**config.mk**
```make
export PLATFORM = sky130hd
export DESIGN_NAME = evt_aggr
export DESIGN_NICKNAME = d
export VERILOG_FILES = /design/src/rtl/evt_pkg.sv /design/src/rtl/evt_fifo.sv /design/src/rtl/evt_local_conv.sv /design/src/rtl/evt_ingress.sv /design/src/rtl/evt_aggr.sv
export SDC_FILE = /design/constraint.sdc
export NUM_CORES = 1
export LEC_CHECK = 0
export BUFFER_PORTS_ARGS = -buffer_cell sky130_fd_sc_hd__buf_2
export CORE_ASPECT_RATIO = 1.1
export CORE_MARGIN = 2
export CORE_UTILIZATION = 25
export DETAILED_ROUTE_END_ITERATION = 10
export GPL_TIMING_DRIVEN = 0
export SETUP_SLACK_MARGIN = 0.5
export SLEW_MARGIN = 15
export SYNTH_ARGS = -nofsm -noshare
export SYNTH_HDL_FRONTEND = slang
export SYNTH_SLANG_ARGS = --single-unit
```
**constraint.sdc**
```tcl
create_clock -name clk -period 4.2 [get_ports clk]
set_input_delay 0.21 -clock clk [delete_from_list [all_inputs] [get_ports clk]]
set_output_delay 0.21 -clock clk [all_outputs]
set_load 0.01 [all_outputs]
```
**src/rtl/evt_pkg.sv**
```systemverilog
package evt_pkg;
  localparam logic [7:0] A_STAT = 8'h00;
  localparam logic [7:0] A_MASK = 8'h01;
  localparam logic [7:0] A_ERR  = 8'h08;
  localparam logic [7:0] A_LCFG = 8'h10;
  localparam logic [7:0] A_CNT  = 8'h20;
  localparam logic [7:0] A_MC   = 8'h40;

  // isolate the least significant set bit
  function automatic logic [63:0] lowest_one(input logic [63:0] v);
    return v & (~v + 64'd1);
  endfunction

  // increment that stops at the all-ones value of a w-bit field
  function automatic logic [63:0] sat_inc(input logic [63:0] v, input int unsigned w);
    logic [63:0] top;
    top = (64'd1 << w) - 64'd1;
    return (v >= top) ? top : v + 64'd1;
  endfunction

  function automatic logic any_set(input logic [63:0] s, input logic [63:0] m);
    return |(s & m);
  endfunction
endpackage

```
**src/rtl/evt_fifo.sv**
```systemverilog
module evt_fifo #(
  parameter int W     = 8,
  parameter int DEPTH = 4
) (
  input  logic         clk,
  input  logic         rst_n,
  input  logic         push,
  input  logic [W-1:0] din,
  input  logic         pop,
  output logic         full,
  output logic         empty,
  output logic [W-1:0] dout
);
  localparam int AW = (DEPTH > 1) ? $clog2(DEPTH) : 1;
  localparam int CW = $clog2(DEPTH + 1);

  logic [W-1:0]  mem [DEPTH];
  logic [AW-1:0] wp_q, rp_q;
  logic [CW-1:0] cnt_q;
  logic          push_ok, pop_ok;

  function automatic logic [AW-1:0] nxt(input logic [AW-1:0] p);
    return (p == AW'(DEPTH - 1)) ? '0 : p + AW'(1);
  endfunction

  assign full    = (cnt_q == CW'(DEPTH));
  assign empty   = (cnt_q == '0);
  assign push_ok = push && !full;
  assign pop_ok  = pop && !empty;
  assign dout    = mem[rp_q];

  always_ff @(posedge clk) begin
    if (push_ok) mem[wp_q] <= din;
  end

  always_ff @(posedge clk or negedge rst_n) begin
    if (!rst_n) begin
      wp_q  <= '0;
      rp_q  <= '0;
      cnt_q <= '0;
    end else begin
      if (push_ok) wp_q <= nxt(wp_q);
      if (pop_ok)  rp_q <= nxt(rp_q);
      cnt_q <= cnt_q + CW'(push_ok) - CW'(pop_ok);
    end
  end
endmodule

```
**src/rtl/evt_local_conv.sv**
```systemverilog
module evt_local_conv #(
  parameter int N   = 4,
  parameter int IDW = 8
) (
  input  logic                  clk,
  input  logic                  rst_n,
  input  logic [N-1:0]          loc_in,
  input  logic [N-1:0]          en,
  input  logic [N-1:0]          edge_mode,
  input  logic [N-1:0][IDW-1:0] out_ids,
  input  logic                  can_grant,
  output logic [N-1:0]          det,
  output logic [N-1:0]          grant,
  output logic                  push,
  output logic [IDW-1:0]        push_id
);
  logic [N-1:0] prev_q, pend_q, cand;

  genvar gi;
  generate
    for (gi = 0; gi < N; gi++) begin : g_det
      assign det[gi] = en[gi] && (edge_mode[gi] ? (loc_in[gi] && !prev_q[gi]) : loc_in[gi]);
    end
  endgenerate

  assign cand  = pend_q | det;
  assign grant = can_grant ? N'(evt_pkg::lowest_one(64'(cand))) : '0;
  assign push  = |grant;

  always_comb begin
    push_id = '0;
    for (int i = 0; i < N; i++) begin
      if (grant[i]) push_id = out_ids[i];
    end
  end

  always_ff @(posedge clk or negedge rst_n) begin
    if (!rst_n) begin
      prev_q <= '0;
      pend_q <= '0;
    end else begin
      prev_q <= loc_in;
      pend_q <= cand & ~grant;
    end
  end
endmodule

```
**src/rtl/evt_ingress.sv**
```systemverilog
module evt_ingress #(
  parameter int N_CNT = 8,
  parameter int N_MC  = 2,
  parameter int IDW   = 8,
  parameter int CNT_W = 16
) (
  input  logic                      clk,
  input  logic                      rst_n,
  input  logic                      ing_valid,
  input  logic [IDW-1:0]            ing_id,
  input  logic [N_CNT-1:0]          cnt_clr,
  input  logic [N_MC-1:0]           mc_en,
  input  logic [N_MC-1:0][IDW-1:0]  mc_match,
  input  logic [N_MC-1:0][IDW-1:0]  mc_a,
  input  logic [N_MC-1:0][IDW-1:0]  mc_b,
  output logic [N_CNT-1:0][CNT_W-1:0] cnt,
  output logic [N_CNT-1:0]          cnt_hit,
  output logic                      mc_hit,
  output logic [IDW-1:0]            mc_a_id,
  output logic [IDW-1:0]            mc_b_id
);
  genvar gc;
  generate
    for (gc = 0; gc < N_CNT; gc++) begin : g_cnt
      assign cnt_hit[gc] = ing_valid && (ing_id == IDW'(gc));
      always_ff @(posedge clk or negedge rst_n) begin
        if (!rst_n)           cnt[gc] <= '0;
        else if (cnt_clr[gc]) cnt[gc] <= '0;
        else if (cnt_hit[gc]) cnt[gc] <= CNT_W'(evt_pkg::sat_inc(64'(cnt[gc]), CNT_W));
      end
    end
  endgenerate

  // scan from the top so the lowest matching entry is the one kept
  always_comb begin
    mc_hit  = 1'b0;
    mc_a_id = '0;
    mc_b_id = '0;
    for (int m = N_MC - 1; m >= 0; m--) begin
      if (ing_valid && mc_en[m] && (mc_match[m] == ing_id)) begin
        mc_hit  = 1'b1;
        mc_a_id = mc_a[m];
        mc_b_id = mc_b[m];
      end
    end
  end
endmodule

```
**src/rtl/evt_aggr.sv**
```systemverilog
module evt_aggr #(
  parameter int N_LOCAL    = 4,
  parameter int N_CNT      = 8,
  parameter int N_MC       = 2,
  parameter int N_HOST     = 2,
  parameter int IDW        = 8,
  parameter int CNT_W      = 16,
  parameter int FIFO_DEPTH = 4
) (
  input  logic               clk,
  input  logic               rst_n,
  input  logic               reg_wr,
  input  logic [7:0]         reg_addr,
  input  logic [63:0]        reg_wdata,
  output logic [63:0]        reg_rdata,
  input  logic [N_LOCAL-1:0] loc_in,
  input  logic               ing_valid,
  input  logic [IDW-1:0]     ing_id,
  output logic               eg0_valid,
  output logic [IDW-1:0]     eg0_id,
  input  logic               eg0_ready,
  output logic               eg1_valid,
  output logic [IDW-1:0]     eg1_id,
  input  logic               eg1_ready,
  output logic [N_HOST-1:0]  host_irq
);
  import evt_pkg::*;

  localparam int SW = N_LOCAL + N_CNT;

  // software-visible state
  logic [SW-1:0]                stat_q;
  logic [N_HOST-1:0][SW-1:0]    mask_q;
  logic [1:0]                   err_q;
  logic [N_LOCAL-1:0][IDW-1:0]  lid_q;
  logic [N_LOCAL-1:0]           len_q, ledge_q;
  logic [N_MC-1:0][IDW-1:0]     mmatch_q, ma_q, mb_q;
  logic [N_MC-1:0]              men_q;

  // named internal events
  logic [N_LOCAL-1:0]           loc_det, loc_grant;
  logic                         loc_push;
  logic [IDW-1:0]               loc_push_id;
  logic [N_CNT-1:0]             cnt_hit, cnt_clr;
  logic [N_CNT-1:0][CNT_W-1:0]  cnt_q;
  logic [CNT_W-1:0]             cnt0_w;
  logic                         mc_hit;
  logic [IDW-1:0]               mc_a_id, mc_b_id;
  logic                         f0_full, f0_empty, f1_full, f1_empty;
  logic                         f0_push;
  logic [IDW-1:0]               f0_din;
  logic                         ovf0, ovf1;
  logic                         wr_stat, wr_err;
  logic [SW-1:0]                stat_set, stat_clr;
  logic [1:0]                   err_clr;

  assign cnt0_w  = cnt_q[0];
  assign wr_stat = reg_wr && (reg_addr == A_STAT);
  assign wr_err  = reg_wr && (reg_addr == A_ERR);

  genvar gc;
  generate
    for (gc = 0; gc < N_CNT; gc++) begin : g_clr
      assign cnt_clr[gc] = reg_wr && (reg_addr == 8'(A_CNT + 8'(gc)));
    end
  endgenerate

  evt_local_conv #(.N(N_LOCAL), .IDW(IDW)) u_loc (
    .clk       (clk),
    .rst_n     (rst_n),
    .loc_in    (loc_in),
    .en        (len_q),
    .edge_mode (ledge_q),
    .out_ids   (lid_q),
    .can_grant (!mc_hit && !f0_full),
    .det       (loc_det),
    .grant     (loc_grant),
    .push      (loc_push),
    .push_id   (loc_push_id)
  );

  evt_ingress #(.N_CNT(N_CNT), .N_MC(N_MC), .IDW(IDW), .CNT_W(CNT_W)) u_ing (
    .clk       (clk),
    .rst_n     (rst_n),
    .ing_valid (ing_valid),
    .ing_id    (ing_id),
    .cnt_clr   (cnt_clr),
    .mc_en     (men_q),
    .mc_match  (mmatch_q),
    .mc_a      (ma_q),
    .mc_b      (mb_q),
    .cnt       (cnt_q),
    .cnt_hit   (cnt_hit),
    .mc_hit    (mc_hit),
    .mc_a_id   (mc_a_id),
    .mc_b_id   (mc_b_id)
  );

  // lane 0: multicast first, otherwise one granted local event
  assign f0_push = mc_hit || loc_push;
  assign f0_din  = mc_hit ? mc_a_id : loc_push_id;
  assign ovf0    = mc_hit && f0_full;
  assign ovf1    = mc_hit && f1_full;

  evt_fifo #(.W(IDW), .DEPTH(FIFO_DEPTH)) u_f0 (
    .clk   (clk),
    .rst_n (rst_n),
    .push  (f0_push),
    .din   (f0_din),
    .pop   (eg0_ready),
    .full  (f0_full),
    .empty (f0_empty),
    .dout  (eg0_id)
  );

  evt_fifo #(.W(IDW), .DEPTH(FIFO_DEPTH)) u_f1 (
    .clk   (clk),
    .rst_n (rst_n),
    .push  (mc_hit),
    .din   (mc_b_id),
    .pop   (eg1_ready),
    .full  (f1_full),
    .empty (f1_empty),
    .dout  (eg1_id)
  );

  assign eg0_valid = !f0_empty;
  assign eg1_valid = !f1_empty;

  // status and error: set beats write-one-to-clear
  assign stat_set = {cnt_hit, loc_det};
  assign stat_clr = wr_stat ? reg_wdata[SW-1:0] : '0;
  assign err_clr  = wr_err ? reg_wdata[1:0] : 2'b00;

  always_ff @(posedge clk or negedge rst_n) begin
    if (!rst_n) begin
      stat_q <= '0;
      err_q  <= '0;
    end else begin
      stat_q <= (stat_q & ~stat_clr) | stat_set;
      err_q  <= (err_q & ~err_clr) | {ovf1, ovf0};
    end
  end

  // configuration registers
  always_ff @(posedge clk or negedge rst_n) begin
    if (!rst_n) begin
      mask_q   <= '0;
      lid_q    <= '0;
      len_q    <= '0;
      ledge_q  <= '0;
      mmatch_q <= '0;
      ma_q     <= '0;
      mb_q     <= '0;
      men_q    <= '0;
    end else if (reg_wr) begin
      for (int h = 0; h < N_HOST; h++) begin
        if (reg_addr == 8'(A_MASK + 8'(h))) mask_q[h] <= reg_wdata[SW-1:0];
      end
      for (int i = 0; i < N_LOCAL; i++) begin
        if (reg_addr == 8'(A_LCFG + 8'(i))) begin
          lid_q[i]   <= reg_wdata[IDW-1:0];
          len_q[i]   <= reg_wdata[8];
          ledge_q[i] <= reg_wdata[9];
        end
      end
      for (int m = 0; m < N_MC; m++) begin
        if (reg_addr == 8'(A_MC + 8'(m))) begin
          mmatch_q[m] <= reg_wdata[IDW-1:0];
          ma_q[m]     <= reg_wdata[8 +: IDW];
          mb_q[m]     <= reg_wdata[16 +: IDW];
          men_q[m]    <= reg_wdata[24];
        end
      end
    end
  end

  // interrupt lines
  always_comb begin
    for (int h = 0; h < N_HOST; h++) begin
      host_irq[h] = any_set(64'(stat_q), 64'(mask_q[h]));
    end
  end

  // combinational readback
  always_comb begin
    reg_rdata = '0;
    if (reg_addr == A_STAT) reg_rdata = 64'(stat_q);
    if (reg_addr == A_ERR)  reg_rdata = 64'(err_q);
    for (int h = 0; h < N_HOST; h++) begin
      if (reg_addr == 8'(A_MASK + 8'(h))) reg_rdata = 64'(mask_q[h]);
    end
    for (int i = 0; i < N_LOCAL; i++) begin
      if (reg_addr == 8'(A_LCFG + 8'(i)))
        reg_rdata = 64'({ledge_q[i], len_q[i], 8'(lid_q[i])});
    end
    for (int c = 0; c < N_CNT; c++) begin
      if (reg_addr == 8'(A_CNT + 8'(c))) reg_rdata = 64'(cnt_q[c]);
    end
    for (int m = 0; m < N_MC; m++) begin
      if (reg_addr == 8'(A_MC + 8'(m)))
        reg_rdata = 64'({men_q[m], 8'(mb_q[m]), 8'(ma_q[m]), 8'(mmatch_q[m])});
    end
  end
endmodule

```
==> results.md <==
* Status: complete, no violations
* # rows at 105
* Number of synthesized flops with an enable pin at 64
* Worst Hold Path Cells at 3
* Hold_sp: eg1_ready
* Syn Area/Cell at 9.991 um2
* DIE AREA at 77,630 um2
* Slew @ Worst Pin at 0.9917 ns
* Initial Util at 25.26%
* Data arrival, critical path at around 3.4 ns
* Unrepaired setup endpoints after global routing: no
* Initial DRC Count at 1,846
* Reg2Reg Depth at 10
* Final ANT Viol Nets at 0
* Fmax at between 200 and 300 MHz
* CP most frequent cell: buf_2
* Met2 WL at 29.71 mm
* Final Slew Violations at 0
* Number of global-route vias before repair at 15,710
* CP required at around 4.0 ns
* Syn Std Cell Area at 18,850 um2
* Final worst path period need at 3.623 ns
* Hold Path Sink: u_f1.rp_q[0]$_DFFE_PN0P_
* Yosys warning total at 0
* Crit end category: primary output
* WL per Instance at 21.45 um
* CP top delay family: buffers and inverters
* GR Overflow Total at 0
* Setup CP Type: in2out
* Critical path cell sequence: buf_2 > buf_2 > buf_2 > buf_2 > clkdlybuf4s15_2 > o22ai_1 > o21ai_0 > a22oi_1 > o22ai_1 > buf_2
* Routability cong. at around 0.96
* Metal3 WL at 5.165 mm
* Die Height at 292.0 um
* CP max-delay cell: clkdlybuf4s15_2
* Crit-path max FO at 10
* Finished Layout Cells at 3,082
* Detail Placement HPWL at 49.71 mm
* Max_cap viols at 0
* Clk buf depth at 3
* Number of buffers created by CTS at 41
* DRT Pass-1 Iters at 7
* FF-to-FF Start: mmatch_q[1]$_DFFE_PN0P_
* Via/cell ratio at 5.315
* WL final at 66.12 mm
* FF-to-FF End: u_f0.cnt_q[2]$_DFF_PN0_
* Crit path largest cell delay at ~0.57 ns
* Clk sink count at between 300 and 400
* PortBufs at 91
* Latest clock arrival within the worst-skew pair at just under 0.6 ns
* DRC viols at 0
* Layout Nets at 2,198
* Worst setup SP type: input pin
* Top_reg_cell synth: dfrtp_1
* FFs w/ async S/R, synth at 81.29%
* Synth cell types at 72
* Pin count of the biggest net entering global routing at 93
* Post-CTS setup repair buffer count at 0
* Worst slew margin at between 30% and 40%
* Worst Hold Class: in2reg
* CTS tree: built
* Reg clk slew, reported paths at about 0.06 ns
* Tcrit/Tclk final at 86.26%
* Via Count at around 16,000
* Htree depth at 2
* DR top layer: met5
* # setup viols final at 0
* Skew final at between 0.03 and 0.04 ns
* Initial antenna violation count at 8
* Endpoints failing hold at 0
* Fin Setup TNS at 0 ns
* Post-Synthesis Cells at between 1,500 and 2,000
* #FFs+latches synth at ~340
* GRT Total Usage at between 10% and 20%
* Buffers plus inverters on the worst setup path at 6
* Die W at 265.8 um
* VDD IR max at 284.7 uV
* I/O pin count at roughly 170
* Sequential area share after synthesis at 47.09%
* First-pass GRT wire length at 99.32 mm
* Pwr dens at 384.0 nW/um2
* Critical path startpoint: reg_addr[1]
* Pleak at 9.607 nW
* Share of layout cells above drive strength 1 at 18.42%
* CTS root buf: clkbuf_16
* Core ar. at 74,620 um2
* Final design utilization at 30.16%
* M1 WL at 28.02 mm
* Area Growth Syn to Fin at 19.37%
* Placed Instances at 2,983
* Reg-to-reg setup timing slack at 0.84 ns
flip-flops by register name, indices dropped and copies added (netlist names):
name / cells
err_q: 2
u_f1.mem: 32
mask_q: 24
u_f1.rp_q: 2
u_loc.pend_q: 4
u_ing.cnt: 128
u_f0.mem: 32
len_q: 4
stat_q: 12
ledge_q: 4
u_loc.prev_q: 4
u_f1.cnt_q: 3
u_f1.wp_q: 2
men_q: 2
ma_q: 16
mmatch_q: 16
u_f0.rp_q: 2
u_f0.wp_q: 2
u_f0.cnt_q: 3
lid_q: 32
mb_q: 16
power by group:
group          switching [mW]  internal [mW]  total [mW]
combinational           0.609          0.449        1.06
clock                    1.49           2.38        3.87
sequential              0.168           3.54        3.71
total                    2.27           6.37        8.64
metal layers:
layer,track usage (%),vias up
li1,-,7395
met1,22.33,8068
met2,25.96,745
met3,3.542,165
met4,8.126,8
met5,0,-
how the worst max path moves through the flow:
stage               cells after the start                       to  slack (ns)
global placement                        1      mb_q[9]$_DFFE_PN0P_       -2.60
detailed placement                     10            reg_rdata[10]        0.48
finish                                 10            reg_rdata[10]        0.58
floorplan                              11  u_f0.cnt_q[2]$_DFF_PN0_        1.75
global route                           10  u_f0.cnt_q[2]$_DFF_PN0_        0.51
CTS                                     8            reg_rdata[13]        0.52
final cells by class:
cell class                 count  area [um2]
fill                        7778       52120
multi-input combinational   1388        9240
sequential                   342        8879
tap                          963        1205
clock buffer                  59        1164
buffer                       152       772.0
timing repair buffer         116       765.7
clock inverter                17       312.8
inverter                      43       161.4
antenna                        2       5.005
kinds of logic (layout without fill, tap and decap cells):
family | Yosys count | count (layout) | synth area share, %
adders and majority gates | 24 | 24 | 1.672
buffers and inverters | 195 | 387 | 4.818
AOI/OAI and AO/OA | 483 | 483 | 16.84
other | 1 | 41 | 0.01989
muxes | 182 | 182 | 11.64
and+or+nand+nor | 640 | 640 | 16.99
DFF | 342 | 342 | 47.09
xor gates and xnor gates | 20 | 20 | 0.9291
worst min-delay path: stages:
cell     delay [ns]
buf_2          0.09
nand2_1        0.12
a21o_1         0.13
cell usage after synthesis (16+ instances only):
cell type	n	area share [%]
a211oi_1	48	1.9
a21oi_1	124	3.3
a22o_1	22	1.0
a22oi_1	19	0.76
a311oi_1	23	1.1
a31oi_1	17	0.56
and2_1	16	0.53
and3_1	43	1.4
buf_2	21	0.56
buf_4	40	1.6
clkbuf_1	80	1.6
dfrtp_1	278	37
edfxtp_1	64	10
ha_1	22	1.5
inv_1	43	0.86
mux2_2	118	7.0
mux2i_1	46	2.4
mux4_2	18	2.2
nand2_1	170	3.4
nand3_1	75	2.0
nand3b_1	16	0.64
nand4_1	24	0.80
nor2_1	147	2.9
nor3_1	55	1.5
o21ai_0	97	2.6
o22ai_1	30	1.0
xnor2_1	20	0.93
cell usage in the layout, fill, tap and decap left out, drive strengths merged, types with 43 or more instances in the layout:
cell and instances:
o21ai 97, buf 163, nor3 56, inv 45
nand2 170, dfrtp 278, mux2 118, mux2i 46
nand3 75, a21oi 124, clkbuf 140, nor2 148
edfxtp 64, and3 43, a211oi 48
metrics by stage:
step | hold WS, ns | instance area, um2 | power, mW | setup WS [ns]
after floorplan | -0.08559 | 19000 | 4.390 | 1.748
after global placement | 0.3518 | 20660 | 4.789 | -2.596
after detailed placement | 0.1580 | 20770 | 4.816 | 0.4805
after CTS | 0.01377 | 22470 | 8.724 | 0.5205
after global routing | 0.04928 | 22500 | 8.981 | 0.5069
final | 0.02686 | 22500 | 8.642 | 0.5771
what timing repair did:
action	CTS	global route
hold buffers	21	0
endpoints found under the setup margin	1	9
endpoints found under the hold margin	116	0
gates resized for setup	2	11
cloned	0	0
Note: power is estimated with default switching activity, not from simulation.
